**src/rtl/dcw_pkg.sv**
```systemverilog
package dcw_pkg;

   typedef enum logic [1:0] {
      W_IDLE,
      W_FETCH,
      W_ISSUE,
      W_WAIT
   } walk_st_e;

   typedef enum logic [1:0] {
      F_IDLE,
      F_REQ,
      F_RESP
   } fetch_st_e;

   localparam int unsigned FIELD_COUNT = 4;

endpackage

```
**src/rtl/dcw_lane_swap.sv**
```systemverilog
module dcw_lane_swap #(
   parameter int unsigned DW      = 32,
   parameter bit          SWAP_EN = 1'b1
) (
   input  logic          be_i,
   input  logic [DW-1:0] word_i,
   output logic [DW-1:0] word_o
);

   localparam int unsigned NB = DW / 8;

   if (DW % 8 != 0) begin : g_bad_width
      $error("dcw_lane_swap: DW must be a multiple of 8");
   end

   if (SWAP_EN) begin : g_swap
      for (genvar b = 0; b < NB; b++) begin : g_lane
         assign word_o[b*8 +: 8] = be_i ? word_i[(NB-1-b)*8 +: 8] : word_i[b*8 +: 8];
      end
   end else begin : g_pass
      logic unused_be;
      assign unused_be = be_i;
      assign word_o    = word_i;
   end

endmodule

```
**src/rtl/dcw_fetch.sv**
```systemverilog
module dcw_fetch
   import dcw_pkg::*;
#(
   parameter int unsigned AW         = 32,
   parameter int unsigned DW         = 32,
   parameter int unsigned DESC_WORDS = 8,
   parameter bit          SWAP_EN    = 1'b1
) (
   input  logic          clk,
   input  logic          rst_n,
   input  logic          go_i,
   input  logic [AW-1:0] base_i,
   input  logic          be_i,
   output logic          rd_req_o,
   output logic [AW-1:0] rd_addr_o,
   input  logic          rd_gnt_i,
   input  logic          rd_rvalid_i,
   input  logic [DW-1:0] rd_rdata_i,
   output logic          fin_o,
   output logic [DW-1:0] src_o,
   output logic [DW-1:0] dst_o,
   output logic [DW-1:0] lnk_o,
   output logic [DW-1:0] cnt_o
);

   localparam int unsigned DESC_BYTES = DESC_WORDS * DW / 8;
   localparam int unsigned STRIDE     = DESC_BYTES / FIELD_COUNT;
   localparam int unsigned STRIDE_SH  = $clog2(STRIDE);
   localparam int unsigned IDXW       = $clog2(FIELD_COUNT);

   if ((STRIDE & (STRIDE - 1)) != 0 || STRIDE < DW / 8) begin : g_bad_stride
      $error("dcw_fetch: field stride must be a power of two of at least one word");
   end

   fetch_st_e      st;
   logic [IDXW-1:0] idx;
   logic [AW-1:0]  base_q;
   logic           fin_q;
   logic [DW-1:0]  swapped;
   logic [DW-1:0]  fld [FIELD_COUNT];

   dcw_lane_swap #(.DW(DW), .SWAP_EN(SWAP_EN)) i_swap (
      .be_i   (be_i),
      .word_i (rd_rdata_i),
      .word_o (swapped)
   );

   assign rd_req_o  = (st == F_REQ);
   assign rd_addr_o = base_q + (AW'(idx) << STRIDE_SH);
   assign fin_o     = fin_q;

   always_ff @(posedge clk or negedge rst_n) begin
      if (!rst_n) begin
         st     <= F_IDLE;
         idx    <= '0;
         base_q <= '0;
         fin_q  <= 1'b0;
      end else begin
         fin_q <= 1'b0;
         unique case (st)
            F_IDLE: if (go_i) begin
               base_q <= base_i;
               idx    <= '0;
               st     <= F_REQ;
            end
            F_REQ: if (rd_gnt_i) st <= F_RESP;
            F_RESP: if (rd_rvalid_i) begin
               if (idx == IDXW'(FIELD_COUNT - 1)) begin
                  fin_q <= 1'b1;
                  st    <= F_IDLE;
               end else begin
                  idx <= idx + 1'b1;
                  st  <= F_REQ;
               end
            end
            default: st <= F_IDLE;
         endcase
      end
   end

   for (genvar f = 0; f < FIELD_COUNT; f++) begin : g_fld
      logic [DW-1:0] q;
      always_ff @(posedge clk or negedge rst_n) begin
         if (!rst_n) q <= '0;
         else if (st == F_RESP && rd_rvalid_i && idx == IDXW'(f)) q <= swapped;
      end
      assign fld[f] = q;
   end

   assign src_o = fld[0];
   assign dst_o = fld[1];
   assign lnk_o = fld[2];
   assign cnt_o = fld[3];

   // a pending request keeps its address until granted
   a_r2_req_hold: assert property (@(posedge clk) disable iff (!rst_n)
      rd_req_o && !rd_gnt_i |=> rd_req_o && $stable(rd_addr_o));

   // no new request while a response is still owed
   a_r2_single_outstanding: assert property (@(posedge clk) disable iff (!rst_n)
      rd_req_o && rd_gnt_i |=> !rd_req_o);

endmodule

```
**src/rtl/dma_chain_walker.sv**
```systemverilog
module dma_chain_walker
   import dcw_pkg::*;
#(
   parameter int unsigned AW         = 32,
   parameter int unsigned DW         = 32,
   parameter int unsigned DESC_WORDS = 8,
   parameter bit          SWAP_EN    = 1'b1
) (
   input  logic          clk,
   input  logic          rst_n,
   input  logic          start_i,
   input  logic [AW-1:0] start_addr_i,
   input  logic          big_endian_i,
   output logic          rd_req_o,
   output logic [AW-1:0] rd_addr_o,
   input  logic          rd_gnt_i,
   input  logic          rd_rvalid_i,
   input  logic [DW-1:0] rd_rdata_i,
   output logic          dsc_valid_o,
   input  logic          dsc_ready_i,
   output logic [DW-1:0] dsc_src_o,
   output logic [DW-1:0] dsc_dst_o,
   output logic [DW-1:0] dsc_cnt_o,
   output logic          dsc_last_o,
   input  logic          mover_done_i,
   output logic [AW-1:0] cur_desc_o,
   output logic [AW-1:0] next_desc_o,
   output logic          busy_o,
   output logic          done_o,
   output logic          align_err_o
);

   localparam int unsigned DESC_BYTES = DESC_WORDS * DW / 8;
   localparam int unsigned ALIGN_W    = $clog2(DESC_BYTES);

   if (DW % 8 != 0) begin : g_bad_dw
      $error("dma_chain_walker: DW must be a multiple of 8");
   end
   if (DESC_WORDS % FIELD_COUNT != 0 || (DESC_WORDS & (DESC_WORDS - 1)) != 0) begin : g_bad_words
      $error("dma_chain_walker: DESC_WORDS must be a power of two holding the four fields");
   end
   if (AW > DW || AW <= ALIGN_W || ALIGN_W < 2) begin : g_bad_aw
      $error("dma_chain_walker: AW must fit in a word and exceed the alignment width");
   end

   walk_st_e      st;
   logic [AW-1:0] base_q;
   logic          be_q;
   logic [AW-1:0] cur_q;
   logic [AW-1:0] nxt_q;
   logic          last_q;
   logic          bad_q;
   logic          go_q;
   logic          done_q;
   logic          err_q;

   logic          f_fin;
   logic [DW-1:0] f_lnk;
   logic [AW-1:0] lnk_ptr;

   dcw_fetch #(
      .AW(AW), .DW(DW), .DESC_WORDS(DESC_WORDS), .SWAP_EN(SWAP_EN)
   ) i_fetch (
      .clk         (clk),
      .rst_n       (rst_n),
      .go_i        (go_q),
      .base_i      (base_q),
      .be_i        (be_q),
      .rd_req_o    (rd_req_o),
      .rd_addr_o   (rd_addr_o),
      .rd_gnt_i    (rd_gnt_i),
      .rd_rvalid_i (rd_rvalid_i),
      .rd_rdata_i  (rd_rdata_i),
      .fin_o       (f_fin),
      .src_o       (dsc_src_o),
      .dst_o       (dsc_dst_o),
      .lnk_o       (f_lnk),
      .cnt_o       (dsc_cnt_o)
   );

   assign lnk_ptr = {f_lnk[AW-1:ALIGN_W], {ALIGN_W{1'b0}}};

   always_ff @(posedge clk or negedge rst_n) begin
      if (!rst_n) begin
         st     <= W_IDLE;
         base_q <= '0;
         be_q   <= 1'b0;
         cur_q  <= '0;
         nxt_q  <= '0;
         last_q <= 1'b0;
         bad_q  <= 1'b0;
         go_q   <= 1'b0;
         done_q <= 1'b0;
         err_q  <= 1'b0;
      end else begin
         go_q   <= 1'b0;
         done_q <= 1'b0;
         unique case (st)
            W_IDLE: if (start_i) begin
               if (|start_addr_i[ALIGN_W-1:0]) begin
                  err_q <= 1'b1;
               end else begin
                  err_q  <= 1'b0;
                  be_q   <= big_endian_i;
                  base_q <= start_addr_i;
                  go_q   <= 1'b1;
                  st     <= W_FETCH;
               end
            end
            W_FETCH: if (f_fin) begin
               cur_q  <= base_q;
               nxt_q  <= lnk_ptr;
               last_q <= f_lnk[0];
               bad_q  <= |f_lnk[ALIGN_W-1:1];
               st     <= W_ISSUE;
            end
            W_ISSUE: if (dsc_ready_i) st <= W_WAIT;
            W_WAIT: if (mover_done_i) begin
               if (last_q) begin
                  done_q <= 1'b1;
                  st     <= W_IDLE;
               end else if (bad_q) begin
                  err_q <= 1'b1;
                  st    <= W_IDLE;
               end else begin
                  base_q <= nxt_q;
                  go_q   <= 1'b1;
                  st     <= W_FETCH;
               end
            end
            default: st <= W_IDLE;
         endcase
      end
   end

   assign dsc_valid_o = (st == W_ISSUE);
   assign dsc_last_o  = last_q;
   assign cur_desc_o  = cur_q;
   assign next_desc_o = nxt_q;
   assign busy_o      = (st != W_IDLE);
   assign done_o      = done_q;
   assign align_err_o = err_q;

   // offered fields hold until accepted
   a_r6_hold_fields: assert property (@(posedge clk) disable iff (!rst_n)
      dsc_valid_o && !dsc_ready_i |=> dsc_valid_o && $stable(dsc_src_o)
         && $stable(dsc_dst_o) && $stable(dsc_cnt_o) && $stable(dsc_last_o));

   // the read port is quiet while a descriptor is out with the mover
   a_r7_quiet_port: assert property (@(posedge clk) disable iff (!rst_n)
      (st == W_ISSUE || st == W_WAIT) |-> !rd_req_o);

   // done lasts one cycle and coincides with idle
   a_r8_done_pulse: assert property (@(posedge clk) disable iff (!rst_n)
      done_o |=> !done_o);
   a_r8_done_idle: assert property (@(posedge clk) disable iff (!rst_n)
      done_o |-> !busy_o && !rd_req_o);

   // a loaded descriptor address is always on the alignment grid
   a_r9_cur_aligned: assert property (@(posedge clk) disable iff (!rst_n)
      dsc_valid_o |-> cur_desc_o[ALIGN_W-1:0] == '0 && next_desc_o[ALIGN_W-1:0] == '0);

   // a rising error leaves the block idle without a done pulse
   a_r11_err_idle: assert property (@(posedge clk) disable iff (!rst_n)
      $rose(align_err_o) |-> !busy_o && !done_o);

endmodule

```
**config.mk**
```make
export PLATFORM = sky130hd
export DESIGN_NAME = dma_chain_walker
export DESIGN_NICKNAME = d
export VERILOG_FILES = /design/src/rtl/dcw_pkg.sv /design/src/rtl/dcw_lane_swap.sv /design/src/rtl/dcw_fetch.sv /design/src/rtl/dma_chain_walker.sv
export SDC_FILE = /design/constraint.sdc
export NUM_CORES = 1
export LEC_CHECK = 0
export BUFFER_PORTS_ARGS = -buffer_cell sky130_fd_sc_hd__buf_4
export CORE_MARGIN = 8
export CORE_UTILIZATION = 48
export CTS_CLUSTER_SIZE = 20
export DETAILED_ROUTE_END_ITERATION = 8
export GPL_ROUTABILITY_DRIVEN = 1
export HOLD_SLACK_MARGIN = 0.05
export PLACE_DENSITY = 0.8
export SLEW_MARGIN = 20
export SYNTH_ARGS = -nofsm -noshare
export SYNTH_HDL_FRONTEND = slang
export SYNTH_SLANG_ARGS = --single-unit
```
**constraint.sdc**
```tcl
create_clock -name clk -period 2.5 [get_ports clk]
set_clock_uncertainty 0.2 [all_clocks]
set_input_delay 0.375 -clock clk [delete_from_list [all_inputs] [get_ports clk]]
set_output_delay 0.375 -clock clk [all_outputs]
set_load 0.02 [all_outputs]
```
* After elaboration in Yosys (flattened, before gate mapping) *
Index checks and enable logic that the tools add are counted.

storage, ports and cells
  logic and storage cells = 107
  input port bits = 72
  output and inout bits = 198
  register bits = 264

operators by class
  equality and inequality tests = 20
  add/subtract/negate cells = 2
  reduce and logical (&&, ||, !) cells = 21
  bitwise gates (word level) = 1
  multiplexer cells = 45

operators with widths
  operator                                                count
  two-way mux 32 bit                                      5
  one-hot mux 32 bit (2 select lines)                     1
  adder 32 x 5 -> 32 bit                                  1
  two-way mux 8 bit                                       4
  two-way mux 2 bit                                       11
  two-way mux 1 bit                                       19
  inequality test 2 bit (second input constant)           9
  == test 2 bit (second input constant)                   5
  AND reduction 5 bit                                     2
  one-hot mux 2 bit (4 select lines)                      1
  == test 2 x 1 -> 1 bit (second input constant)          3
  logical NOT 2 bit                                       3
  inequality test 2 x 1 -> 1 bit (second input constant)  3
  one-hot mux 2 bit (3 select lines)                      1
  AND reduction 3 bit                                     2
  AND reduction 6 bit                                     1
  nonzero test 2 bit                                      3
  logical AND 1 bit                                       5
  OR reduction 5 bit                                      1
  one-hot mux 1 bit (2 select lines)                      2
  one-hot mux 2 bit (2 select lines)                      1
  AND reduction 2 bit                                     2
  AND reduction 4 bit                                     1
  OR reduction 4 bit                                      1
  other kinds (2)                                         2

* Depth between registers and ports, before layout *
Gate-level depths: netlist of run 1.

  depth in word-level cells = 4
  gate-level depth with buffers = 8
  gate-level depth less buffers = 7

* By module *
Synthesis of run 1 repeated with hierarchy kept, for this count alone.

unflattened totals
  cells, all modules = 764
  area, all modules = 11659.9 µm²

by module, submodules not included
  module            times used  seq. area each (µm²)  cells each  area each (µm²)
  dcw_fetch         1           4129.0                452         6831.6
  dma_chain_walker  1           2477.4                276         4284.1
  dcw_lane_swap     1           0.0                   36          544.3

* Worst setup path before layout of run 1 *
No wires, ideal clock.

  path type = register to output
  from = register i_fetch.idx[0]
  to = output port rd_addr_o[31]
  path slack = -214 ps
  data arrival time = 2139 ps
  cell stages (with the launch flop) = 8
  buffers on the path = 0
  data required time = 1925 ps
  cells stage by stage = dfrtp_1 -> ha_1 -> inv_1 -> fa_1 -> nand4b_1 -> nor3_2 -> nand4_1 -> xnor2_1

on the way
  longest elaborated chain between the ends = 1

RTL lines
  element                 RTL line                RTL
  from (decl)             dcw_fetch.sv:36         logic [IDXW-1:0] idx;
  from (signal assigned)  dcw_fetch.sv:72         idx <= idx + 1'b1;
  adder 32 x 5 -> 32 bit  dcw_fetch.sv:49         assign rd_addr_o = base_q + (AW'(idx) << STRIDE_SH);
  to (decl)               dma_chain_walker.sv:15  output logic [AW-1:0] rd_addr_o,

No other way between the ends.

* Worst setup path in the final report of run 1 *
  from = register i_fetch.base_q[3]
  to = output port rd_addr_o[13]

on the way
  longest elaborated chain between the ends = 1

RTL lines
  element                 RTL line         RTL
  from (decl)             dcw_fetch.sv:37  logic [AW-1:0] base_q;
  from (signal assigned)  dcw_fetch.sv:62  base_q <= base_i;
  adder 32 x 5 -> 32 bit  dcw_fetch.sv:49

No other way between the ends.

==> results of run 1 <==
[final timing paths]
| kind | startpoint | endpoint | slack, ns | depth (start not counted) |
|---|---|---|---|---|
| min reg2reg | i_fetch.lnk_o[21]$_DFFE_PN0P_ | i_fetch.lnk_o[21]$_DFFE_PN0P_ | 0.27 | 2 |
| max | i_fetch.base_q[3]$_DFFE_PN0P_ | rd_addr_o[13] | -0.73 | 9 |
| max reg2reg | st[0]$_DFFE_PN0P_ | st[1]$_DFFE_PN0P_ | 0.25 | 5 |
| min | rd_rdata_i[31] | i_fetch.lnk_o[31]$_DFFE_PN0P_ | 0.07 | 3 |
| min in group asynchronous | rst_n | i_fetch.base_q[2]$_DFFE_PN0P_ | 0.18 | 2 |
| max in group asynchronous | rst_n | next_desc_o[29]$_DFFE_PN0P_ | 1.21 | 3 |
[sequential cells by signal, summed over array words and instances (netlist names), 2 cells and up]
name / cells
i_fetch.base_q: 32
i_fetch.dst_o: 32
st: 2
i_fetch.cnt_o: 32
next_desc_o: 27
i_fetch.st: 2
i_fetch.idx: 2
i_fetch.src_o: 32
base_q: 32
cur_desc_o: 32
i_fetch.lnk_o: 32
[final cells by class]
| class | instances | area, µm² | area share, % |
|---|---|---|---|
| Multi-Input combinational cell | 575 | 4470 | 29.1 |
| Timing Repair Buffer | 352 | 2970 | 19.3 |
| Tap cell | 285 | 357 | 2.32 |
| Sequential cell | 264 | 6610 | 42.9 |
| Clock inverter | 8 | 96.3 | 0.626 |
| Clock buffer | 41 | 831 | 5.40 |
| Inverter | 13 | 48.8 | 0.317 |
[through the flow]
stage / setup slack [ns] / cell area (µm²) / power, mW
floorplan: -0.0205 / 11200 / 10.8
global placement: -0.134 / 13600 / 13.3
detailed placement: -0.212 / 13600 / 13.6
CTS: -0.694 / 15300 / 17.9
global route: -0.814 / 15400 / 18.8
finish: -0.726 / 15400 / 17.9
[layer usage]
metal | share of wire, % | vias up
li1 | - | 3774
met1 | 43 | 3991
met2 | 48 | 280
met3 | 7.2 | 57
met4 | 2.1 | 0
met5 | 0 | -
[timing repair]
| item | in CTS | in global routing |
|---|---|---|
| gates resized for setup | 30 | 16 |
| endpoints found under the hold margin | 311 | 0 |
| setup endpoints to repair | 27 | 27 |
| hold buffers | 51 | 0 |
| pin swaps | 13 | 10 |
| buffers inserted | 10 | 5 |
[power breakdown]
part	internal [mW]	switching, mW	total [mW]
logic	3.21	3.53	6.75
registers	5.78	1.22	7.00
clock network	2.49	1.62	4.11
[logic make-up after synthesis]
| family | share of synthesized area (%) |
|---|---|
| AO/OA/AOI/OAI | 7.13 |
| XOR/XNOR | 2.12 |
| adder cells (fa/ha/maj) | 1.30 |
| buffers and inverters | 3.16 |
| flip-flops | 59.3 |
| multiplexers | 18.4 |
| other | 0.0337 |
| AND/OR/NAND/NOR | 8.53 |
[Yosys cell counts, types with 7 or more instances]
| master | count | share of area [%] |
|---|---|---|
| buf_2 | 18 | 0.81 |
| buf_4 | 8 | 0.54 |
| clkbuf_1 | 26 | 0.88 |
| dfrtp_1 | 264 | 59 |
| ha_1 | 10 | 1.1 |
| inv_1 | 13 | 0.44 |
| mux2_2 | 127 | 13 |
| mux2_4 | 20 | 2.7 |
| mux2i_1 | 32 | 2.9 |
| nand2_1 | 145 | 4.9 |
| nand3_1 | 13 | 0.58 |
| nand4_1 | 7 | 0.39 |
| nor2_1 | 9 | 0.30 |
| o21ai_0 | 133 | 6.0 |
| xnor2_1 | 21 | 1.7 |
[critical path: cells and delay by family, from the launching register on]
family,cells,cell delay (ns)
buf+inv,4,0.59
fa+ha+maj,2,0.53
xor+xnor,1,0.16
simple gates,2,0.49
flops,1,0.36
[cells in the final DEF, fill, tap and decap left out, types with 3 or more instances in the layout]
| master | n |
|---|---|
| xor2_1 | 5 |
| clkbuf_16 | 29 |
| buf_4 | 276 |
| clkinv_2 | 4 |
| dfrtp_1 | 263 |
| xnor2_1 | 8 |
| nor2_1 | 5 |
| nand2_2 | 8 |
| buf_6 | 12 |
| clkbuf_8 | 6 |
| conb_1 | 5 |
| and3_1 | 5 |
| mux2_2 | 127 |
| xnor2_2 | 13 |
| o21ai_0 | 133 |
| mux2i_1 | 32 |
| inv_1 | 12 |
| nand2b_1 | 3 |
| mux2_4 | 20 |
| nand3_2 | 5 |
| and2b_1 | 5 |
| nand2_1 | 136 |
| ha_1 | 8 |
| nand3_1 | 6 |
| buf_12 | 12 |
| nor2_4 | 3 |
| dlygate4sd3_1 | 51 |
| a22o_1 | 3 |
| nand4_1 | 7 |
| clkbuf_1 | 6 |
==> qor.csv, run 1 <==
stage,metric,value,unit
clock_network,cts_tree,done,
worst_setup_path,crit_type,register to primary output,
yosys,yosysUniqueCellTypes,46,
finish,final_util,67.8,%
outcome,outcome,"complete, but fails checks",
placed_design,portBuffers,264,
clock_network,cts_root_buf,clkbuf_16,
yosys,synth-edff-count,0,
die,rows,55,
global_route,gr-usage-met1,28.4,%
sta,worst_slack,-0.726,ns
finish,drive_above_1_share,43.2,%
worst_setup_path,path_cells,ha_2 > inv_2 > fa_2 > nand4b_1 > buf_4 > nor3_4 > buf_4 > xor2_1 > buf_4,
yosys,ys_seq_elements,264,
sta,tightest_slew,0.658,ns
clock_network,clk_latency,0.53,ns
clock_network,cts_max_level,1,
finish,diodes,0,
finish,fill_cells,1600,
drt,vias_per_cell,5.27,
global_route,grt_use_total,21.8,%
die,design.core.area,22700,µm²
placed_design,dp_cells,1424,
drt,wl_per_cell,20.5,µm
worst_setup_path,cp-start-kind,register,
finish,layout.nets,1317,
sta,finalCritPeriodShare,129,%
worst_setup_path,required,1.92,ns
die,ios,270,
drt,drt_wl_total,31500,µm
sta,grt_setup_unrepaired,true,
global_route,grt_max_degree,67,
clock_network,cts_sinks,264,
worst_setup_path,end_kind,primary output,
worst_setup_path,worst_path_most_repeated_cell,buf_4,
worst_setup_path,crit_arrival,2.65,ns
sta,setup_viol,27,
clock_network,cts.clk_slew.worst_paths,0.06,ns
global_route,first_global_vias,8693,
sta,hold_viol_final,0,
sta,slew_violations,0,
placed_design,gp_congestion,0.790,
pwr,power_density,1160,nW/µm²
yosys,yosysWarnings,0,
pwr,irDropWorstVdd,0.764,mV
worst_hold_path,hold_class,input pin to register,
yosys,synthCells,903,
global_route,grt_pass1_wl,49500,µm
drt,vias,8102,
clock_network,clk_path_buf_depth,3,
finish,syn2layout_area_growth,38.1,%
finish,stdcell_count,1538,
global_route,use_met2,35.4,%
yosys,yosysSeqAreaShare,59.3,%
die,chipHeight,168,µm
sta,max_freq,310,MHz
drt,antenna_left,0,
drt,drt_first_iter_violations,375,
worst_setup_path,cp_slowest_cell,dfrtp_1,
yosys,syn_avg_cell_area,12.3,µm²
yosys,async_reset_ff_share,100,%
die,dieArea,28300,µm²
pwr,p_leak,7.66,nW
clock_network,cts_made_buffers,28,
die,die_w,168,µm
die,initial_utilization,49.0,%
global_route,gr-total-overflow,0,
yosys,syn_area,11100,µm²
worst_setup_path,cp_max_fo,3,
run,cap_violations,0,
sta,fin_crit,3.23,ns
sta,whs,0.0690,ns
yosys,ys.flop_type,dfrtp_1,
sta,fin_setup_tns,-12.68,ns
global_route,global_route.peak_usage_layer,met2,
sta,slew_headroom,54.9,%
drt,drc_errors,0,
global_route,antenna_found_initial,0,
outcome,violations,negative setup slack,
placed_design,place_hpwl,21600,µm
worst_setup_path,critPathMaxStageDelay,0.36,ns
global_route,gr-usage-met3,5.92,%
drt,drt_pass1_iterations,5,
Power figures use the tool's default switching activity.
==> run 2: changes to the inputs <==
--- a/config.mk
+++ b/config.mk
@@ -5,14 +5,15 @@
 export SDC_FILE = /design/constraint.sdc
 export NUM_CORES = 1
 export LEC_CHECK = 0
+export ABC_AREA = 1
 export BUFFER_PORTS_ARGS = -buffer_cell sky130_fd_sc_hd__buf_4
 export CORE_MARGIN = 8
-export CORE_UTILIZATION = 48
+export CORE_UTILIZATION = 49
 export CTS_CLUSTER_SIZE = 20
 export DETAILED_ROUTE_END_ITERATION = 8
 export GPL_ROUTABILITY_DRIVEN = 1
 export HOLD_SLACK_MARGIN = 0.05
-export PLACE_DENSITY = 0.8
+export PLACE_DENSITY = 0.79
 export SLEW_MARGIN = 20
 export SYNTH_ARGS = -nofsm -noshare
 export SYNTH_HDL_FRONTEND = slang
==> run 2 against run 1 <==
The flow still finishes with violations (negative setup slack). Combinational power shrank 24%. Critical endpoint is now rd_addr_o[17]. Largest power group unchanged. Cell area is 3.1% higher. Power decreased by 15%. Register-to-register slack worse by 0.13 ns. Sequential share of layout area decreased by 1.3 points. Critical path depth fell by 1. Final cell count up 38%.
==> qor.csv, run 2 <==
stage,metric,value,unit,change
yosys,synth-edff-count,0,,unchanged
global_route,grt_use_total,24.4,%,+2.6 points
clock_network,cts_made_buffers,28,,unchanged
worst_setup_path,crit_type,register to primary output,,
placed_design,dp_slack,0.0101,ns,+0.222 ns
yosys,ys_seq_elements,264,,unchanged
die,design.core.area,24200,µm²,+6.5%
sta,tightest_slew,0.845,ns,+0.187 ns
drt,drt_wl_total,36700,µm,+16%
finish,drive_above_1_share,22.3,%,-21 points
sta,finalCritPeriodShare,114,%,-15 points
yosys,yosysSeqAreaShare,55.1,%,-4.2 points
yosys,yosysWarnings,0,,unchanged
die,ios,270,,unchanged
yosys,syn_avg_cell_area,8.09,µm²,-34%
global_route,use_met2,39.2,%,+3.9 points
worst_setup_path,crit_arrival,2.26,ns,-0.39 ns
global_route,global_route.peak_usage_layer,met2,,
clock_network,clk_latency,0.53,ns,about the same
drt,drc_errors,0,,unchanged
finish,final_common_cell,nand2_1,,
yosys,synth_top_area_share,55.1,%,-4.2 points
die,initial_utilization,49.6,%,+0.57 points
sta,whs,0.0652,ns,-0.00387 ns
sta,max_freq,352,MHz,+14%
placed_design,portBuffers,264,,unchanged
finish,syn2layout_area_growth,32.2,%,
outcome,outcome,"complete, but fails checks",,
worst_setup_path,required,1.92,ns,about the same
clock_network,cts_tree,done,,
sta,fin_setup_tns,-4.56,ns,+8.13 ns
yosys,synthCells,1482,,+64%
global_route,gr-usage-met3,5.87,%,-0.049 points
worst_setup_path,end_kind,primary output,,
yosys,yosysUniqueCellTypes,29,,-37%
clock_network,cts_root_buf,clkbuf_16,,
finish,layout_common_cells,"nand2_1, buf_4, dfrtp_1, o21ai_0, inv_1",,
sta,hold_viol_final,0,,unchanged
drt,drt_pass1_iterations,5,,unchanged
outcome,violations,negative setup slack,,
sta,grt_setup_unrepaired,true,,
global_route,gr-total-overflow,0,,unchanged
yosys,ys.flop_type,dfrtp_1,,
finish,layout.nets,1862,,+41%
pwr,p_leak,8.50,nW,+11%
clock_network,clk_path_buf_depth,3,,unchanged
worst_setup_path,cp-start-kind,register,,
global_route,antenna_found_initial,1,,+1
global_route,grt_max_degree,65,,-3.0%
yosys,synth.area.top_cells,"dfrtp_1, nand2_1, o21ai_0",,
run,cap_violations,0,,unchanged
yosys,async_reset_ff_share,100,%,unchanged
sta,setup_viol,24,,-11%
drt,drt_first_iter_violations,871,,+130%
yosys,synth_most_common_cell,nand2_1,,
worst_setup_path,cp_slowest_cell,dfrtp_1,,
worst_setup_path,path_cells,ha_2 > inv_2 > fa_2 > nor2_4 > nand2_2 > nor2_2 > xor2_1 > buf_4,,
drt,wl_per_cell,17.3,µm,-16%
yosys,ys_top_cells_by_count,"nand2_1, dfrtp_1, o21ai_0",,
clock_network,cts.clk_slew.worst_paths,0.06,ns,about the same
global_route,grt_pass1_wl,57500,µm,+16%
pwr,irDropWorstVdd,0.658,mV,-14%
yosys,synth_top_cell_by_area,dfrtp_1,,
die,rows,57,,+3.6%
pwr,power,15.3,mW,-15%
finish,design_area,15900,µm²,+3.1%
global_route,gr-usage-met1,31.1,%,+2.7 points
drt,antenna_left,0,,unchanged
die,dieArea,29700,µm²,+5.0%
worst_hold_path,hold_class,input pin to register,,
clock_network,cts_sinks,264,,unchanged
drt,vias_per_cell,5.15,,-2.3%
worst_setup_path,cp_max_fo,4,,+1
worst_setup_path,critPathMaxStageDelay,0.37,ns,about the same
sta,slew_headroom,43.5,%,-11 points
placed_design,place_hpwl,26500,µm,+22%
drt,vias,10900,,+35%
die,die_w,172,µm,+2.5%
clock_network,cts_max_level,1,,unchanged
die,chipHeight,172,µm,+2.5%
placed_design,dpl_cell_area,14400,µm²,+5.6%
sta,fin_crit,2.84,ns,-0.387 ns
global_route,first_global_vias,11000,,+27%
sta,worst_slack,-0.339,ns,+0.387 ns
sta,slew_violations,0,,unchanged
placed_design,gp_congestion,0.881,,+11%
pwr,power_density,962,nW/µm²,-17%
yosys,syn_area,12000,µm²,+7.7%
run 2: cell types whose count changed in the layout (fill, tap and decap cells not counted), moves of 11 or more:
cell           delta
a21oi_1          +17
buf_4            +19
dlygate4sd3_1    -17
inv_1           +112
mux2_2          -127
mux2_4           -20
mux2i_1          -32
nand2_1         +444
nand4_1          +24
nor2_1           +49
o21ai_0          +45
o21ai_1          +64
xnor2_2          -11
run 2: layer usage:
layer  routed length, µm  part of all wire (%)
met5                   0                     0
met4                1550                   4.2
met3                3350                   9.1
met2               16900                    46
met1               14900                    41
run 2: area by class of cell:
type	instances	area, µm²
multi-input cells	1005	4590
inverters	132	498
clock buffers	42	835
fillers	1965	8310
diodes	1	2.50
flip-flops and latches	264	6610
well taps	324	405
repair buffers	348	2830
clock inverters	9	95.1
run 2: repair_timing:
action                                  in CTS  in global routing
endpoints found under the hold margin      212                  0
buffers inserted                             4                  3
pin swaps                                   13                  8
hold buffers                                34                  0
endpoints found under the setup margin      26                 29
resized for setup                           35                 15
run 2: critical path, delay by kind of cell, from the launching register on:
family                     cells  cell delay [ns]
buffers and inverters          2             0.20
DFF                            1             0.37
adders and majority gates      2             0.57
xor gates and xnor gates       1             0.15
and+or+nand+nor                3             0.44
run 2: through the flow:
stage	instances	utilization (%)
finish	2125	65.6
global route	2125	65.6
CTS	2121	65.3
detailed placement	2032	59.4
global placement	2032	59.4
floorplan	1486	-
run 2: where the power goes:
group          internal, mW  leakage, nW  total, mW  switching (mW)
sequential             5.21         3.41       5.98           0.771
clock                  2.50        0.464       4.13            1.64
combinational          1.90         4.63       5.15            3.24
run 2: worst paths after layout:
kind                                                    start                             to  slack (ns)  depth (start not counted)
worst min-delay path                          start_addr_i[7]          base_q[7]$_DFFE_PN0P_        0.07                          5
worst max register to register              st[0]$_DFFE_PN0P_        align_err_o$_DFFE_PN0P_        0.12                          8
worst max-delay path            i_fetch.base_q[3]$_DFFE_PN0P_                  rd_addr_o[17]       -0.34                          8
worst min register to register          base_q[3]$_DFFE_PN0P_          base_q[3]$_DFFE_PN0P_        0.27                          2
min in group asynchronous                               rst_n  i_fetch.src_o[24]$_DFFE_PN0P_        0.18                          2
max in group asynchronous                               rst_n   i_fetch.cnt_o[4]$_DFFE_PN0P_        1.18                          3
run 2: logic make-up after synthesis:
kind of cell / count (synthesis) / synth area share (%)
AND/OR/NAND/NOR: 713 / 23.8
flip-flops: 264 / 55.1
AO/OA/AOI/OAI: 263 / 11.0
buffers and inverters: 217 / 7.84
XOR/XNOR: 13 / 0.949
adder cells (fa/ha/maj): 11 / 1.21
other: 1 / 0.0313
